File: config.mk
export PLATFORM = sky130hd
export DESIGN_NAME = i2c_slave_rx
export DESIGN_NICKNAME = d
export VERILOG_FILES = /design/src/rtl/i2c_rx_pkg.sv /design/src/rtl/i2c_rx_sync.sv /design/src/rtl/i2c_rx_frame.sv /design/src/rtl/i2c_rx_host.sv /design/src/rtl/i2c_slave_rx.sv
export SDC_FILE = /design/constraint.sdc
export NUM_CORES = 1
export LEC_CHECK = 0
export ABC_AREA = 1
export CORE_MARGIN = 2
export CORE_UTILIZATION = 45
export CTS_CLUSTER_SIZE = 10
export DETAILED_ROUTE_END_ITERATION = 8
export GPL_TIMING_DRIVEN = 0
export PLACE_DENSITY = 0.79
export SLEW_MARGIN = 20
export SYNTH_ARGS = -nofsm -noshare
export SYNTH_HDL_FRONTEND = slang
export SYNTH_SLANG_ARGS = --single-unit
File: constraint.sdc
create_clock -name clk -period 1.3 [get_ports clk]
set_input_delay 0.195 -clock clk [delete_from_list [all_inputs] [get_ports clk]]
set_output_delay 0.195 -clock clk [all_outputs]
set_load 0.1 [all_outputs]
File: src/rtl/i2c_rx_pkg.sv
package i2c_rx_pkg;
  // Per-cycle events derived from the synchronised bus lines
  typedef struct packed {
    logic scl_rise;
    logic scl_fall;
    logic start;
    logic stop;
    logic sda;
  } bus_evt_t;
endpackage

File: src/rtl/i2c_rx_sync.sv
module i2c_rx_sync
  import i2c_rx_pkg::*;
#(
  parameter int STAGES = 2
) (
  input  logic     clk,
  input  logic     rst_n,
  input  logic     scl_i,
  input  logic     sda_i,
  output bus_evt_t evt
);
  logic [STAGES-1:0] scl_q, sda_q;
  logic              scl_p, sda_p;
  logic              scl_s, sda_s;

  assign scl_s = scl_q[STAGES-1];
  assign sda_s = sda_q[STAGES-1];

  always_ff @(posedge clk or negedge rst_n) begin
    if (!rst_n) begin
      scl_q <= '1;
      sda_q <= '1;
      scl_p <= 1'b1;
      sda_p <= 1'b1;
    end else begin
      scl_q <= {scl_q[STAGES-2:0], scl_i};
      sda_q <= {sda_q[STAGES-2:0], sda_i};
      scl_p <= scl_s;
      sda_p <= sda_s;
    end
  end

  always_comb begin
    evt.scl_rise = scl_s & ~scl_p;
    evt.scl_fall = ~scl_s & scl_p;
    evt.start    = scl_s & scl_p & sda_p & ~sda_s;
    evt.stop     = scl_s & scl_p & ~sda_p & sda_s;
    evt.sda      = sda_s;
  end
endmodule

File: src/rtl/i2c_rx_frame.sv
module i2c_rx_frame
  import i2c_rx_pkg::*;
#(
  parameter int ADDR_W = 7,
  parameter int DATA_W = 8
) (
  input  logic              clk,
  input  logic              rst_n,
  input  bus_evt_t          evt,
  input  logic [ADDR_W-1:0] own_addr,
  input  logic              ack_ctl,
  input  logic              match_en,
  output logic              sda_drv,
  output logic              dir_tx,
  output logic              addr_hit,
  output logic              frame_done,
  output logic              byte_done,
  output logic              ninth_fall,
  output logic [DATA_W-1:0] byte_out
);
  localparam int CNT_W = $clog2(DATA_W + 2);
  localparam logic [CNT_W-1:0] LAST_BIT = CNT_W'(DATA_W);
  localparam logic [CNT_W-1:0] ACK_BIT  = CNT_W'(DATA_W + 1);

  logic [CNT_W-1:0]  cnt_q, cnt_d;
  logic [DATA_W-1:0] sh_q, sh_d;
  logic              listen_q, listen_d;
  logic              addr_ph_q, addr_ph_d;
  logic              drv_q, drv_d;
  logic              dir_q, dir_d;
  logic              hit_q, hit_d;
  logic              match;

  assign match = (sh_q[DATA_W-1 -: ADDR_W] == own_addr);

  always_comb begin
    cnt_d      = cnt_q;
    sh_d       = sh_q;
    listen_d   = listen_q;
    addr_ph_d  = addr_ph_q;
    drv_d      = drv_q;
    dir_d      = dir_q;
    hit_d      = hit_q;
    frame_done = 1'b0;
    byte_done  = 1'b0;
    ninth_fall = 1'b0;
    if (evt.start) begin
      cnt_d     = '0;
      listen_d  = 1'b1;
      addr_ph_d = 1'b1;
      drv_d     = 1'b0;
      dir_d     = 1'b0;
      hit_d     = 1'b0;
    end else if (evt.stop) begin
      listen_d = 1'b0;
      drv_d    = 1'b0;
    end else if (listen_q) begin
      if (evt.scl_rise) begin
        if (cnt_q < LAST_BIT) begin
          sh_d  = {sh_q[DATA_W-2:0], evt.sda};
          cnt_d = cnt_q + 1'b1;
        end else if (cnt_q == LAST_BIT) begin
          cnt_d      = ACK_BIT;
          frame_done = 1'b1;
          byte_done  = ~addr_ph_q;
        end
      end else if (evt.scl_fall) begin
        if (cnt_q == LAST_BIT) begin
          if (addr_ph_q) begin
            if (match) begin
              drv_d = ~ack_ctl;
              dir_d = sh_q[0];
              hit_d = match_en;
            end else begin
              listen_d = 1'b0;
            end
          end else begin
            drv_d = ~ack_ctl;
          end
        end else if (cnt_q == ACK_BIT) begin
          drv_d      = 1'b0;
          cnt_d      = '0;
          ninth_fall = ~addr_ph_q;
          addr_ph_d  = 1'b0;
          if (addr_ph_q && sh_q[0]) listen_d = 1'b0;
        end
      end
    end
  end

  always_ff @(posedge clk or negedge rst_n) begin
    if (!rst_n) begin
      cnt_q     <= '0;
      sh_q      <= '0;
      listen_q  <= 1'b0;
      addr_ph_q <= 1'b0;
      drv_q     <= 1'b0;
      dir_q     <= 1'b0;
      hit_q     <= 1'b0;
    end else begin
      cnt_q     <= cnt_d;
      sh_q      <= sh_d;
      listen_q  <= listen_d;
      addr_ph_q <= addr_ph_d;
      drv_q     <= drv_d;
      dir_q     <= dir_d;
      hit_q     <= hit_d;
    end
  end

  assign sda_drv  = drv_q;
  assign dir_tx   = dir_q;
  assign addr_hit = hit_q;
  assign byte_out = sh_q;
endmodule

File: src/rtl/i2c_rx_host.sv
module i2c_rx_host #(
  parameter int DATA_W = 8
) (
  input  logic              clk,
  input  logic              rst_n,
  input  logic              start_evt,
  input  logic              stop_evt,
  input  logic              frame_done,
  input  logic              byte_done,
  input  logic              ninth_fall,
  input  logic [DATA_W-1:0] byte_in,
  input  logic              rx_rd,
  input  logic              irq_clr,
  input  logic              stop_mask,
  output logic [DATA_W-1:0] rx_data,
  output logic              rx_full,
  output logic              hold,
  output logic              irq_flag,
  output logic              busy,
  output logic              stop_flag
);
  logic full_d, hold_d, irq_d, busy_d, stop_d;
  logic data_en;

  assign data_en = byte_done;

  always_comb begin
    busy_d = busy;
    stop_d = stop_flag;
    if (start_evt) begin
      busy_d = 1'b1;
      stop_d = 1'b0;
    end else if (stop_evt) begin
      busy_d = 1'b0;
      stop_d = 1'b1;
    end
    irq_d = irq_flag;
    if (irq_clr) irq_d = 1'b0;
    if (frame_done || (stop_evt && !stop_mask)) irq_d = 1'b1;
    full_d = rx_full;
    if (rx_rd) full_d = 1'b0;
    if (byte_done) full_d = 1'b1;
    hold_d = hold;
    if (rx_rd) hold_d = 1'b0;
    else if (ninth_fall && rx_full) hold_d = 1'b1;
  end

  always_ff @(posedge clk or negedge rst_n) begin
    if (!rst_n) begin
      busy      <= 1'b0;
      stop_flag <= 1'b0;
      irq_flag  <= 1'b0;
      rx_full   <= 1'b0;
      hold      <= 1'b0;
    end else begin
      busy      <= busy_d;
      stop_flag <= stop_d;
      irq_flag  <= irq_d;
      rx_full   <= full_d;
      hold      <= hold_d;
    end
  end

  always_ff @(posedge clk or negedge rst_n) begin
    if (!rst_n)       rx_data <= '0;
    else if (data_en) rx_data <= byte_in;
  end
endmodule

File: src/rtl/i2c_slave_rx.sv
module i2c_slave_rx
  import i2c_rx_pkg::*;
#(
  parameter int ADDR_W      = 7,
  parameter int DATA_W      = 8,
  parameter int SYNC_STAGES = 2
) (
  input  logic              clk,
  input  logic              rst_n,
  input  logic              scl_i,
  input  logic              sda_i,
  output logic              scl_oe,
  output logic              sda_oe,
  input  logic [ADDR_W-1:0] own_addr,
  input  logic              ack_ctl,
  input  logic              irq_en,
  input  logic              stop_mask,
  input  logic              match_en,
  input  logic              rx_rd,
  input  logic              irq_clr,
  output logic [DATA_W-1:0] rx_data,
  output logic              rx_full,
  output logic              irq_flag,
  output logic              irq,
  output logic              busy,
  output logic              stop_flag,
  output logic              dir_tx,
  output logic              addr_hit
);
  logic [1:0]        rst_pipe;
  logic              rst_core_n;
  bus_evt_t          evt;
  logic              frame_done, byte_done, ninth_fall, hold;
  logic [DATA_W-1:0] byte_w;

  // Reset asserts at once and releases on a clock edge
  always_ff @(posedge clk or negedge rst_n) begin
    if (!rst_n) rst_pipe <= 2'b00;
    else        rst_pipe <= {rst_pipe[0], 1'b1};
  end
  assign rst_core_n = rst_pipe[1];

  i2c_rx_sync #(.STAGES(SYNC_STAGES)) u_sync (
    .clk(clk), .rst_n(rst_core_n), .scl_i(scl_i), .sda_i(sda_i), .evt(evt)
  );

  i2c_rx_frame #(.ADDR_W(ADDR_W), .DATA_W(DATA_W)) u_frame (
    .clk(clk), .rst_n(rst_core_n), .evt(evt), .own_addr(own_addr),
    .ack_ctl(ack_ctl), .match_en(match_en), .sda_drv(sda_oe),
    .dir_tx(dir_tx), .addr_hit(addr_hit), .frame_done(frame_done),
    .byte_done(byte_done), .ninth_fall(ninth_fall), .byte_out(byte_w)
  );

  i2c_rx_host #(.DATA_W(DATA_W)) u_host (
    .clk(clk), .rst_n(rst_core_n), .start_evt(evt.start), .stop_evt(evt.stop),
    .frame_done(frame_done), .byte_done(byte_done), .ninth_fall(ninth_fall),
    .byte_in(byte_w), .rx_rd(rx_rd), .irq_clr(irq_clr), .stop_mask(stop_mask),
    .rx_data(rx_data), .rx_full(rx_full), .hold(hold), .irq_flag(irq_flag),
    .busy(busy), .stop_flag(stop_flag)
  );

  assign scl_oe = hold;
  assign irq    = irq_flag & irq_en;
endmodule

==> results <==
- The flow ran to the end, but the final reports show violations.
- The count of antenna diodes in the layout is 0.
- The largest individual stage delay along the critical path comes from the cell sky130_fd_sc_hd__dfrtp_1.
- The max-capacitance violation count is 0.
- The internal cell power is 2.42 mW.
- The overall fraction of global-route tracks in use is 22.0%.
- The die is 67.1 microns wide.
- The number of design rule violations left after detail routing is 0.
- The class of the worst hold path is in2async.
- The count of synthesis-stage warnings from yosys is 0.
- After layout, the worst path uses 119% of the clock period.
- Counting tap cells, the placed design contains a total of 286 instances.
- The critical path goes through inv_2 -> ha_4 -> nand3_4 -> nor3_4 -> nand2_4 -> buf_6 -> nand2_2 -> o21ai_2.
- The number of buffers inserted by port buffering is 33.
- The number of global-route vias before repair was 1608.
- The power share of the clock group is 19.0%.
- The sequential-to-total area share from yosys stat is 53.5%.
- For this run, asynchronously set or reset flops after synthesis account for 100%.
- Combinational logic burns 41.5% of the power.
- The latest clock arrival within the worst-skew pair is 0.29 ns.
- The kind of end point of the critical path is a flop.
- After clock tree synthesis, the clock-pin slew on the worst setup and hold paths is 0.07 ns.
- The initial antenna violation count is 0.
- The power per cell area is 1500 nW/um^2.
- In this run the remaining antenna-violating nets after routing total 0.
- The number of nets in the synthesized netlist is 224.
- Across the routed clock network, the largest skew measured is 0.00944 ns.
- The number of distinct library cells after synthesis is 29.
- The maximum achievable frequency is 648 MHz.
- The max-slew violation count is 0.
- The tightest hold margin is 0.0670 ns.
- The leading cell type in the layout, fill and taps excluded is sky130_fd_sc_hd__nand2_1.
- The worst-case reg-to-reg path depth is 8.
- Buffers inserted during clock tree synthesis total 5.
- Setup repair after global routing could not meet its margin everywhere.
- The total wirelength of the detailed-routed design is 4270 microns.
- For this design the static power due to leakage is 1.28 nW.
- The tree is rooted in a sky130_fd_sc_hd__clkbuf_8.
- The first global-routing pass estimated 7270 microns of wire.
- The utilization of the core after routing is 71.4%.
- The synthesized cell area is 1790 sq um.
- The residual overflow from global routing is 0.
- The filler cells instantiated in the layout total 281.
- In this run the number of H-tree levels came out at 2.
- Setup violations remaining at the end of the flow were counted as 20.
- The data arrival time of the worst path is 1.72 ns.
- The checks that failed: negative setup slack.
- Leaving out fill and tap cells, the most frequent cells in the layout are sky130_fd_sc_hd__nand2_1 (48), sky130_fd_sc_hd__dfrtp_1 (30), sky130_fd_sc_hd__inv_1 (26).
- Counting flops with a built-in enable in the synthesized netlist gives 0.
- The switching power is 1.59 mW.
- Counting I/O delays and the setup requirement, the final critical path takes 1.54 ns.
- The launching element type of the critical path is a flop.
- The number of rows created at floorplan is 22.
- TritonCTS built the clock tree.
- The tree built by TritonCTS fans out to 38 sinks.
- In the final routed layout, each cell accounts on average for 13.4 microns.
- Net switching is 39.6% of the power.
- The number of instances in the synthesized netlist is 204.
- The final layout contains 290 nets.
- The chip height is 67.1 microns.
- The power consumption is 4.00 mW.
- Along the worst path, the maximum fanout reaches 6.
- The area of the die is 4500 sq um.
- The count of hold buffers inserted by post-cts repair is 0.
- The class of the most critical setup path is reg2reg.
- The number of DRC markers in iteration 0 is 102.
- Once the floorplan was initialized, standard cells occupied 47.9% of the core.
- The biggest cell delay along the critical path is 0.39 ns.
- The sequential share of power is 39.5%.
- The via total after detailed routing is 1574.
- The synthesized flop and latch total is 38.
- After routing, the total negative slack on setup checks comes to -3.37 ns.
- For this design the top-level I/O count stands at 34.
- For this run, the leading register cell type out of synthesis is sky130_fd_sc_hd__dfrtp_1.
- In this run the deepest clock path goes through 2 buffers.
- The half-perimeter wire length of the detailed placement result is 2750 microns.
- Of the cells placed in the final design, the portion with a size suffix greater than 1 is 41.7%.
- The number of non-filler instances in the completed layout is 319.
- The floorplan step defined a core boundary enclosing 3740 sq um.
- The maximum resistive drop on vdd is 925 uV.
- The worst path setup slack after routing is -0.243 ns.
- The average size of a mapped cell is 8.78 sq um.
- The final-report hold violation count was 0.
- After detailed routing, the number of vias per cell comes to 4.93.
- The area growth from synthesis to layout is 49.2%.
- For the worst setup path, the data required time is 1.48 ns.
- The first TritonRoute pass finished after 4 iterations.
- Entering global routing, the biggest net connects 22 pins.
- The placer congestion estimate is 0.784.
state kept, by name (all words and copies together), names as in the netlist:
signal             flops
u_sync.sda_p           1
u_frame.addr_ph_q      1
u_frame.listen_q       1
u_host.irq_flag        1
u_frame.sda_drv        1
u_host.stop_flag       1
u_frame.addr_hit       1
u_host.rx_data         8
u_sync.sda_q           2
u_sync.scl_q           2
u_frame.byte_out       8
u_host.busy            1
u_host.hold            1
u_frame.dir_tx         1
u_host.rx_full         1
u_frame.cnt_q          4
u_sync.scl_p           1
rst_pipe               2
cell usage after synthesis (2+ instances only):
master,number,area (sq um)
sky130_fd_sc_hd__dfrtp_1,32,801
sky130_fd_sc_hd__dfstp_2,6,158
sky130_fd_sc_hd__nand4_1,5,31.3
sky130_fd_sc_hd__nand3_2,3,30.0
sky130_fd_sc_hd__o21ai_0,15,75.1
sky130_fd_sc_hd__nand3_1,8,40.0
sky130_fd_sc_hd__ha_1,3,37.5
sky130_fd_sc_hd__inv_1,31,116
sky130_fd_sc_hd__nand2_2,2,12.5
sky130_fd_sc_hd__nand2_1,61,229
sky130_fd_sc_hd__o21ai_2,8,70.1
sky130_fd_sc_hd__nor2_1,11,41.3
sky130_fd_sc_hd__a21oi_1,3,15.0
cells by family (layout without fill, tap and decap cells):
kind of cell	count (synthesis)	in the layout	share of synthesized area (%)
AND/OR/NAND/NOR	96	96	24.9
AO/OA/AOI/OAI	31	31	11.5
adder cells (fa/ha/maj)	3	3	2.10
other	1	1	0.209
buffers and inverters	35	102	7.82
flip-flops	38	38	53.5
critical path, delay by kind of cell (launching register included):
family,cells,cell delay (ns)
AND/OR/NAND/NOR,4,0.55
AO/OA/AOI/OAI,1,0.05
buffers and inverters,2,0.27
flip-flops,1,0.39
adder cells (fa/ha/maj),1,0.16
metrics by stage:
stage / setup slack, ns / instance area, sq um
finish: -0.243 / 2670
global route: -0.314 / 2670
CTS: -0.174 / 2510
detailed placement: -0.799 / 2270
global placement: -0.793 / 2240
floorplan: -0.141 / 1850
layout make-up:
cell class              count  area (sq um)  area share, %
plain buffers               2          26.3          0.983
flip-flops and latches     38           961           35.9
multi-input cells         131           880           32.9
inverters                  33           135           5.05
repair buffers             59           532           19.9
clock buffers               8          80.1           2.99
well taps                  48          60.1           2.25
layer usage:
| layer | vias to the layer above | wire (microns) | track usage [%] |
|---|---|---|---|
| li1 | 775 | - | - |
| met1 | 752 | 1940 | 27.7 |
| met2 | 36 | 2070 | 36.1 |
| met3 | 11 | 169 | 4.90 |
| met4 | 0 | 92 | 9.69 |
| met5 | - | 0 | 0 |
path summary, 6_finish.rpt:
kind	from	slack (ns)	endpoint
min reg2reg	rst_pipe[1]	0.19	u_frame.byte_out[5]
max reg2reg	u_frame.cnt_q[1]	-0.24	u_host.rx_data[2]
min	rst_n	0.07	rst_pipe[0]
max in group asynchronous	rst_pipe[1]	0.68	u_host.irq_flag
min in group clk	scl_i	0.31	u_sync.scl_q[0]
max	u_frame.cnt_q[1]	-0.24	u_host.rx_data[2]
power groups by stage:
stage	sequential [mW]	combinational, mW	clock (mW)
after CTS	1.56	1.47	0.771
after floorplan	1.78	0.692	0
final	1.58	1.66	0.760
after detailed placement	1.59	1.22	0
after global placement	1.59	1.15	0
after global routing	1.60	1.79	0.829
timing repair:
action,in CTS,in global routing
endpoints found under the setup margin,44,36
resized for setup,112,42
pin swaps,7,12
cloned,1,1
buffers inserted,16,7
Power figures use the tool's default switching activity.
